[config.mk]
export PLATFORM = sky130hd
export DESIGN_NAME = xfer_seq
export DESIGN_NICKNAME = d
export VERILOG_FILES = /design/src/rtl/xfer_seq.sv
export SDC_FILE = /design/constraint.sdc
export NUM_CORES = 1
export LEC_CHECK = 0
export BUFFER_PORTS_ARGS = -buffer_cell sky130_fd_sc_hd__buf_2
export CAP_MARGIN = 20
export CORE_ASPECT_RATIO = 0.7
export CORE_MARGIN = 2
export CORE_UTILIZATION = 65
export CTS_CLUSTER_SIZE = 28
export DETAILED_ROUTE_END_ITERATION = 7
export PLACE_DENSITY = 0.87
export SYNTH_ARGS = -nofsm -noshare
export SYNTH_HDL_FRONTEND = slang
export SYNTH_SLANG_ARGS = --single-unit
[constraint.sdc]
create_clock -name clk -period 5.6 [get_ports clk]
set_clock_uncertainty 0.15 [all_clocks]
set_input_delay 0.56 -clock clk [delete_from_list [all_inputs] [get_ports clk]]
set_output_delay 0.56 -clock clk [all_outputs]
set_load 0.05 [all_outputs]
[src/rtl/xfer_seq.sv]
`timescale 1ns/1ps
module xfer_seq #(
  parameter int AW = 16,
  parameter int DW = 16,
  parameter int SW = 6,
  parameter int GB = 3,
  parameter int NGRP = 7,
  parameter int MISS_GRP = 4,
  parameter logic [AW-1:0] VEC_BASE = 16'h0040,
  parameter logic [SW-1:0] TMR_SRC = 6'd10,
  parameter logic [AW-1:0] STAT_ADDR = 16'h00F0,
  parameter int TMR_FLAG_BIT = 3
) (
  input  logic             clk,
  input  logic             rst_n,
  input  logic             act_req,
  input  logic [SW-1:0]    act_src,
  input  logic             inhibit,
  input  logic             en_wr,
  input  logic [GB-1:0]    en_grp,
  input  logic [7:0]       en_wdata,
  output logic [NGRP*8-1:0] en_o,
  output logic [AW-1:0]    mem_addr,
  output logic             mem_we,
  output logic [DW-1:0]    mem_wdata,
  input  logic [DW-1:0]    mem_rdata,
  output logic             cpu_irq,
  output logic [SW-1:0]    irq_src
);
  localparam int EN_W = NGRP * 8;
  localparam int EN_FULL = 1 << SW;
  localparam logic [AW-1:0] OFS_CNT = AW'(1);
  localparam logic [AW-1:0] OFS_RLD = AW'(2);
  localparam logic [AW-1:0] OFS_SRC = AW'(3);
  localparam logic [AW-1:0] OFS_DST = AW'(4);
  localparam logic [AW-1:0] REC_W = AW'(5);
  localparam logic [DW-1:0] ONE = DW'(1);
  localparam logic [DW-1:0] FLAG_MASK = ~(ONE << TMR_FLAG_BIT);

  typedef enum logic [3:0] {
    IDLE, VEC, RD_CTL, RD_CNT, RD_RLD, RD_SRC, RD_DST,
    ST_RD, ST_WR, MV_RD, MV_WR, WB_CNT, WB_SRC, WB_DST, FIN
  } st_t;

  st_t st, nst, pst;
  logic [SW-1:0] cur_src, psrc;
  logic          pend, first, irq_pend;
  logic [AW-1:0] rec;
  logic [7:0]    ctl;
  logic [DW-1:0] cnt, rld, sa, da;
  logic [EN_W-1:0] en;
  logic [EN_FULL-1:0] en_full;

  assign en_full = {{(EN_FULL-EN_W){1'b0}}, en};
  assign en_o = en;

  wire take = act_req && en_full[act_src];
  wire start = (st == IDLE) && (pend || take);
  wire [SW-1:0] start_src = pend ? psrc : act_src;
  wire clr = (st == FIN) && irq_pend;

  wire last = (cnt == ONE);
  wire rel  = ctl[1] && last;
  wire ex   = last && (!ctl[1] || ctl[2]);
  wire [DW-1:0] cnt_n = rel ? rld : cnt - ONE;
  wire [DW-1:0] sa_n  = !ctl[3] ? sa : (rel ? sa + ONE - rld : sa + ONE);
  wire [DW-1:0] da_n  = !ctl[4] ? da : (rel ? da + ONE - rld : da + ONE);

  assign cpu_irq = clr;
  assign irq_src = cur_src;

  genvar g;
  generate
    for (g = 0; g < NGRP; g++) begin : grp
      if (g == MISS_GRP) begin : absent
        assign en[g*8 +: 8] = 8'h00;
      end else begin : present
        logic [7:0] r;
        always_ff @(posedge clk or negedge rst_n) begin
          if (!rst_n) r <= 8'h00;
          else begin
            if (en_wr && en_grp == GB'(g)) r <= en_wdata;
            if (clr && cur_src[SW-1:3] == GB'(g)) r[cur_src[2:0]] <= 1'b0;
          end
        end
        assign en[g*8 +: 8] = r;
      end
    end
  endgenerate

  always_comb begin
    nst = st;
    case (st)
      IDLE:   if (start && !inhibit) nst = VEC;
      VEC:    nst = RD_CTL;
      RD_CTL: nst = RD_CNT;
      RD_CNT: nst = RD_RLD;
      RD_RLD: nst = RD_SRC;
      RD_SRC: nst = RD_DST;
      RD_DST: nst = (first && cur_src == TMR_SRC) ? ST_RD : MV_RD;
      ST_RD:  nst = ST_WR;
      ST_WR:  nst = MV_RD;
      MV_RD:  nst = MV_WR;
      MV_WR:  nst = WB_CNT;
      WB_CNT: nst = WB_SRC;
      WB_SRC: nst = WB_DST;
      WB_DST: nst = ctl[0] ? RD_CTL : FIN;
      FIN:    nst = IDLE;
      default: nst = IDLE;
    endcase
  end

  always_comb begin
    mem_addr = '0;
    mem_we = 1'b0;
    mem_wdata = '0;
    case (st)
      VEC:    mem_addr = VEC_BASE + AW'(cur_src);
      RD_CTL: mem_addr = (pst == VEC) ? mem_rdata[AW-1:0] : rec;
      RD_CNT: mem_addr = rec + OFS_CNT;
      RD_RLD: mem_addr = rec + OFS_RLD;
      RD_SRC: mem_addr = rec + OFS_SRC;
      RD_DST: mem_addr = rec + OFS_DST;
      ST_RD:  mem_addr = STAT_ADDR;
      ST_WR:  begin mem_addr = STAT_ADDR; mem_we = 1'b1; mem_wdata = mem_rdata & FLAG_MASK; end
      MV_RD:  mem_addr = sa[AW-1:0];
      MV_WR:  begin mem_addr = da[AW-1:0]; mem_we = 1'b1; mem_wdata = mem_rdata; end
      WB_CNT: begin mem_addr = rec + OFS_CNT; mem_we = 1'b1; mem_wdata = cnt_n; end
      WB_SRC: begin mem_addr = rec + OFS_SRC; mem_we = 1'b1; mem_wdata = sa_n; end
      WB_DST: begin mem_addr = rec + OFS_DST; mem_we = 1'b1; mem_wdata = da_n; end
      default: ;
    endcase
  end

  always_ff @(posedge clk or negedge rst_n) begin
    if (!rst_n) begin
      st <= IDLE; pst <= IDLE;
      cur_src <= '0; psrc <= '0; pend <= 1'b0;
      first <= 1'b0; irq_pend <= 1'b0;
      rec <= '0; ctl <= '0;
      cnt <= '0; rld <= '0; sa <= '0; da <= '0;
    end else begin
      st <= nst;
      pst <= st;
      if (start) begin
        pend <= pend && take;
        if (pend && take) psrc <= act_src;
        if (!inhibit) begin
          cur_src <= start_src;
          first <= 1'b1;
          irq_pend <= 1'b0;
        end
      end else if (take && !pend) begin
        pend <= 1'b1;
        psrc <= act_src;
      end
      case (pst)
        VEC:    rec <= mem_rdata[AW-1:0];
        RD_CTL: ctl <= mem_rdata[7:0];
        RD_CNT: cnt <= mem_rdata;
        RD_RLD: rld <= mem_rdata;
        RD_SRC: sa <= mem_rdata;
        RD_DST: da <= mem_rdata;
        default: ;
      endcase
      if (st == MV_RD) first <= 1'b0;
      if (st == WB_DST) begin
        if (ex) irq_pend <= 1'b1;
        if (ctl[0]) rec <= rec + REC_W;
      end
    end
  end


  vector_follow_chk: assert property (@(posedge clk) disable iff (!rst_n)
    (st == RD_CTL && pst == VEC) |-> mem_addr == mem_rdata[AW-1:0]);

  irq_clears_enable_chk: assert property (@(posedge clk) disable iff (!rst_n)
    cpu_irq |=> !en_full[$past(irq_src)]);

  timer_flag_clear_chk: assert property (@(posedge clk) disable iff (!rst_n)
    (st == ST_WR) |-> (mem_addr == STAT_ADDR && !mem_wdata[TMR_FLAG_BIT]));

  inhibit_holds_idle_chk: assert property (@(posedge clk) disable iff (!rst_n)
    (st == IDLE && inhibit) |=> st == IDLE);

  pending_launch_chk: assert property (@(posedge clk) disable iff (!rst_n)
    (st == IDLE && pend && !inhibit) |=> st == VEC);
endmodule

# [Yosys cells after proc, flatten, opt, wreduce, memory -nomap -nowiden]
# Index checks and enable logic that the tools add are counted.
[classes] n_eq_ne=35 bitwise=8 addsub=11 n_mux=44 reduce_logical=40 magnitude_cmp=3
[op_table] operator="$pmux W16 S9" n=1
[op_table] operator="$mux W16" n=8
[op_table] operator="$mux W8" n=12
[op_table] operator="$pmux W16 S5" n=1
[op_table] operator="$pmux W4 S14" n=1
[op_table] operator="$add A16 B1 Y16 const B" n=3
[op_table] operator="$and A8 B8 Y8" n=6
[op_table] operator="$add A16 B2 Y16 const B" n=2
[op_table] operator="$add A16 B3 Y16 const B" n=2
[op_table] operator="$sub A16 B16 Y16" n=2
[op_table] operator="$eq A4 B3 Y1 const B" n=7
[op_table] operator="$eq A4 B4 Y1 const B" n=7
[op_table] operator="$mux W6" n=4
[op_table] operator="$logic_and A1 B1 Y1" n=22
[op_table] operator="$eq A16 B1 Y1 const B" n=1
[op_table] operator="$eq A4 B2 Y1 const B" n=4
[op_table] operator="$sub A16 B1 Y16 const B" n=1
[op_table] operator="$eq A3 B2 Y1 const B" n=4
[op_table] operator="$eq A3 B3 Y1 const B" n=4
[op_table] operator="$mux W1" n=12
[op_table] operator="$mux W4" n=3
[op_table] operator="$add A7 B6 Y8 const A" n=1
[op_table] operator="$eq A4 B1 Y1 const B" n=2
[op_table] operator="$not A8 Y8" n=1
[op_table] operator="other kinds (17)" n=30
[word_totals] reg_bits=156 elab_cells=160

# [Logic depth before layout (Yosys ltp)]
[depth] word_depth=8 ltp_mapped=15 mapped_depth_nobuf=15

# [Worst setup path after synthesis]
# No wires, ideal clock.
[synth_timing] path_type="flip-flop to output port" from="register sa[0]" to="output port mem_wdata[14]" arrival_time_ps=4691 path_stages_with_launch=16 path_buffers=1 required_time_ps=4890 slack_ps=199 path_cell_list="dfrtp_1 -> ha_1 -> and3_1 -> and3_1 -> clkbuf_1 -> xnor2_1 -> ha_1 -> nor2_1 -> nor2_1 -> nor2_1 -> a21oi_2 -> a31oi_1 -> or4b_2 -> o31ai_1 -> nor3_1 -> o311ai_0"
[synth_via] elab_chain_len=5
[synth_rtl] item="from (decl)" line="50" text="logic [DW-1:0] cnt, rld, sa, da;"
[synth_rtl] item="from (signal assigned)" line="162" text="RD_SRC: sa <= mem_rdata;"
[synth_rtl] item="$add A16 B1 Y16 *" line="66" text="wire [DW-1:0] sa_n = !ctl[3] ? sa : (rel ? sa + ONE - rld : sa + ONE);"
[synth_rtl] item="$sub A16 B16 Y16" line="66"
[synth_rtl] item="$mux W16 * (2 in series)" line="66"
[synth_rtl] item="$pmux W16 S5 *" line="117" text="case (st)"
[synth_rtl] item="to (decl)" line="25" text="output logic [DW-1:0] mem_wdata,"
# Every way passes the cells marked *; elsewhere a longest branch is shown, timed or not.

# [Final worst setup path]
[layout_timing] from="register sa[0]" to="output port mem_wdata[15]"
# Same word-level chain as after synthesis.

==> results.toml <==
[power]
p_int_mw = 4.48
switchingPower_mw = 5.40
ir_drop_v = 0.000498
seq_power_share = 0.248
p_leak_nw = 5.76
swShare = 0.547
pwr-share-comb = 0.623
pwr-share-clk = 0.129
total_power_mw = 9.88
p_per_area_nw_per_um2 = 741

[cts]
cts_buffers = 17
cts_tree = "built"
cts_setup_buffers = 0
ctsRootBufferMaster = "clkbuf_16"
cts_htree_levels = 4
numClockSinks = 156
cts_buffer_depth = 2
clk_latency_ps = 450
path_clk_slew_ps = 70

[setup_path]
r2r-start = "st[2]"
slowest_stage = "o41ai_1"
cp_cell_sequence = "and3_1 -> nand3_1 -> nor2_1 -> nand2_1 -> xnor2_1 -> ha_1 -> a21o_1 -> a211o_1 -> a41oi_1 -> nor3_1 -> o41ai_1 -> mux2i_1 -> nor4_1 -> nand3_1 -> buf_2"
startpoint_type = "flip-flop"
rr_worst_depth = 5
crit_type = "flip-flop to output pin"
r2r-end = "irq_src[0]"
critPathMaxFanout = 8
cpPeakStageDelay_ps = 650
path_common_cell = "nand3_1"
cp.arrival_ps = 4540
worstPathRequired_ps = 4890
critPathCaptureType = "output pin"
ff2ff_setup_slack_ps = 2270

[drt]
drc = 0
ant_nets = 0
first_pass_iters = 7
via_per_inst = 7.14
drt_first_iter_violations = 2362
routed_wl_mm = 40.4
avgRoutedWirePerCell_um = 23.5
via_count = 12280

[place]
routabilityCongestion = 1.01
port_buffers = 125
place_hpwl_mm = 29.0
dpl_cell_area_um2 = 12700

[timing]
setup-tns-final_ps = 0
rsz0062_at_grt = "no"
max_freq_ghz = 0.190
finalHoldViolCount = 0
slew_headroom = 0.320
setup_viol = 0
post-route-min-period_ps = 5250
slew_viol_final = 0
fin_crit_sh = 0.937
worst_slew_pin_slew_ps = 1010

[global_route]
grt_pass1_wl_mm = 61.6
grt_usage = 0.419
antenna_found_initial = 1
use_met1 = 0.588
grt_util_met3 = 0.135
grtUsageMet2 = 0.604
grt_start_max_net_pins = 111
grt_pass1_vias = 11264
busiest_layer = "met2"
overflow = 0

[layout]
fin_nets = 1553
drive_gt1_frac = 0.175
fin_area_um2 = 13300
diodes = 0
area_growth_pct = 12.4
fillCellCount = 1321
final_util = 0.743

[status]
status = "finished clean"

[logic_synthesis]
yosysSeqAreaShare = 0.329
postSynth.asyncResetShare = 1.00
syn_inst = 1385
avgSynthCellArea_um2 = 8.56
synth_ff_type = "dfrtp_1"
ys_ff_latch = 156
synthesis.area_um2 = 11900
synth.distinct_cells = 74
synth-edff-count = 0
yosys_warnings = 0

[floorplanning]
core_um2 = 18000
dieArea_um2 = 19400
ios = 134
num_rows = 41
fp.dieW_um = 165
start_util = 0.661
fp.dieH_um = 117

[worst_hold_path]
min_from = "act_src[4]"
hold_depth = 2
hp-class = "input port to flip-flop"
min_delay_worst_endpoint = "psrc[4]"

[job]
maxCapViolations = 0
[layout make-up]
cell class                      instances  area [µm²]  share of cell area
Multi-Input combinational cell       1098        7460               0.559
Sequential cell                       156        3900               0.293
Timing Repair Buffer                  154         876              0.0657
Clock buffer                           18         429              0.0322
Tap cell                              236         295              0.0221
Clock inverter                         14         203              0.0152
Inverter                               45         169              0.0127
[critical path: cells and delay by family, from the launching register on]
family	cells	cell delay, ps
muxes	1	160
DFF	1	480
adders and majority gates	1	300
and+or+nand+nor	7	1290
AOI/OAI and AO/OA	4	1410
buffers and inverters	1	230
xor gates and xnor gates	1	220
[flip-flops by register name (all words and copies together) (netlist names), 4 cells and up]
| name | flops |
|---|---|
| grp.present.r | 48 |
| da | 16 |
| cnt | 16 |
| rld | 16 |
| pst | 4 |
| rec | 16 |
| irq_src | 6 |
| ctl | 5 |
| sa | 16 |
| psrc | 6 |
| st | 4 |
[cells in the final DEF (no fill, tap or decap), types with 25 or more instances in the layout]
| master | n |
|---|---|
| dfrtp_1 | 156 |
| nand2_1 | 140 |
| a21oi_1 | 128 |
| buf_2 | 124 |
| nor2_1 | 111 |
| o21ai_0 | 97 |
| mux2i_1 | 61 |
| xnor2_1 | 52 |
| nand3_1 | 50 |
| mux2_2 | 45 |
| inv_1 | 44 |
| ha_1 | 40 |
| o211ai_1 | 33 |
| nor3_1 | 32 |
| xor2_1 | 25 |
| buf_4 | 25 |
[power by group through the flow]
stage               clock [mW]  sequential, mW  combinational [mW]
floorplan                    0            2.35                4.43
global placement             0            2.36                5.77
detailed placement           0            2.39                5.94
CTS                       1.26            2.39                5.99
global route              1.31            2.49                6.59
finish                    1.27            2.45                6.16
[kinds of logic (layout without fill, tap and decap cells)]
family | after synthesis | in the layout | share of synthesized area
XOR/XNOR | 77 | 77 | 0.0569
adder cells (fa/ha/maj) | 44 | 44 | 0.0481
multiplexers | 126 | 126 | 0.126
other | 1 | 8 | 0.000316
buffers and inverters | 138 | 231 | 0.0477
flip-flops | 156 | 156 | 0.329
AO/OA/AOI/OAI | 396 | 396 | 0.211
AND/OR/NAND/NOR | 447 | 447 | 0.180
[Yosys cell counts, drive strengths merged (9+ instances only)]
cell type / number / area, µm²
dfrtp: 156 / 3900
nand2: 140 / 526
a21oi: 129 / 649
nor2: 111 / 417
o21ai: 97 / 485
clkbuf: 66 / 248
mux2i: 61 / 611
xnor2: 52 / 455
mux2: 51 / 574
nand3: 51 / 260
inv: 44 / 165
ha: 40 / 500
nor3: 34 / 180
o211ai: 33 / 248
buf: 27 / 149
xor2: 25 / 219
and3: 19 / 119
a211oi: 17 / 128
mux4: 14 / 315
nand2b: 13 / 81.3
nand4: 13 / 81.3
o22ai: 12 / 75.1
or3: 12 / 75.1
a21o: 11 / 82.6
a221oi: 10 / 87.6
a22oi: 10 / 75.1
o221ai: 9 / 78.8
[worst max path at each step]
stage          slack, ps       endpoint  cells after the start  startpoint
2_1_floorplan        200  mem_wdata[14]                     15       sa[0]
3_3_place_gp        1000  mem_wdata[15]                     14       da[0]
3_5_place_dp         850  mem_wdata[15]                     14       da[0]
4_1_cts              370  mem_wdata[15]                     14       da[0]
5_1_grt              130  mem_wdata[15]                     15       sa[0]
6_report             350  mem_wdata[15]                     15       sa[0]
[metal layers]
| metal | vias to the layer above | share of wire | routed length [µm] |
|---|---|---|---|
| met2 | 1060 | 0.42 | 17100 |
| met5 | - | 0 | 0 |
| met1 | 5781 | 0.39 | 15700 |
| li1 | 5253 | - | - |
| met3 | 186 | 0.15 | 5890 |
| met4 | 0 | 0.042 | 1700 |
[metrics by stage]
| step | std cells | hold WS, ps | worst slack (ps) |
|---|---|---|---|
| final | 1721 | 243 | 350 |
| after global routing | 1721 | 246 | 131 |
| after CTS | 1718 | 161 | 365 |
| after detailed placement | 1686 | 330 | 845 |
| after global placement | 1685 | 321 | 1000 |
| after floorplan | 1392 | 114 | 199 |
[repair_timing]
item	in CTS	in global routing
resized for setup	0	1
hold endpoints to repair	0	10
setup endpoints to repair	0	1
hold buffers	0	1
No activity file was read; power rests on OpenSTA's default activity.
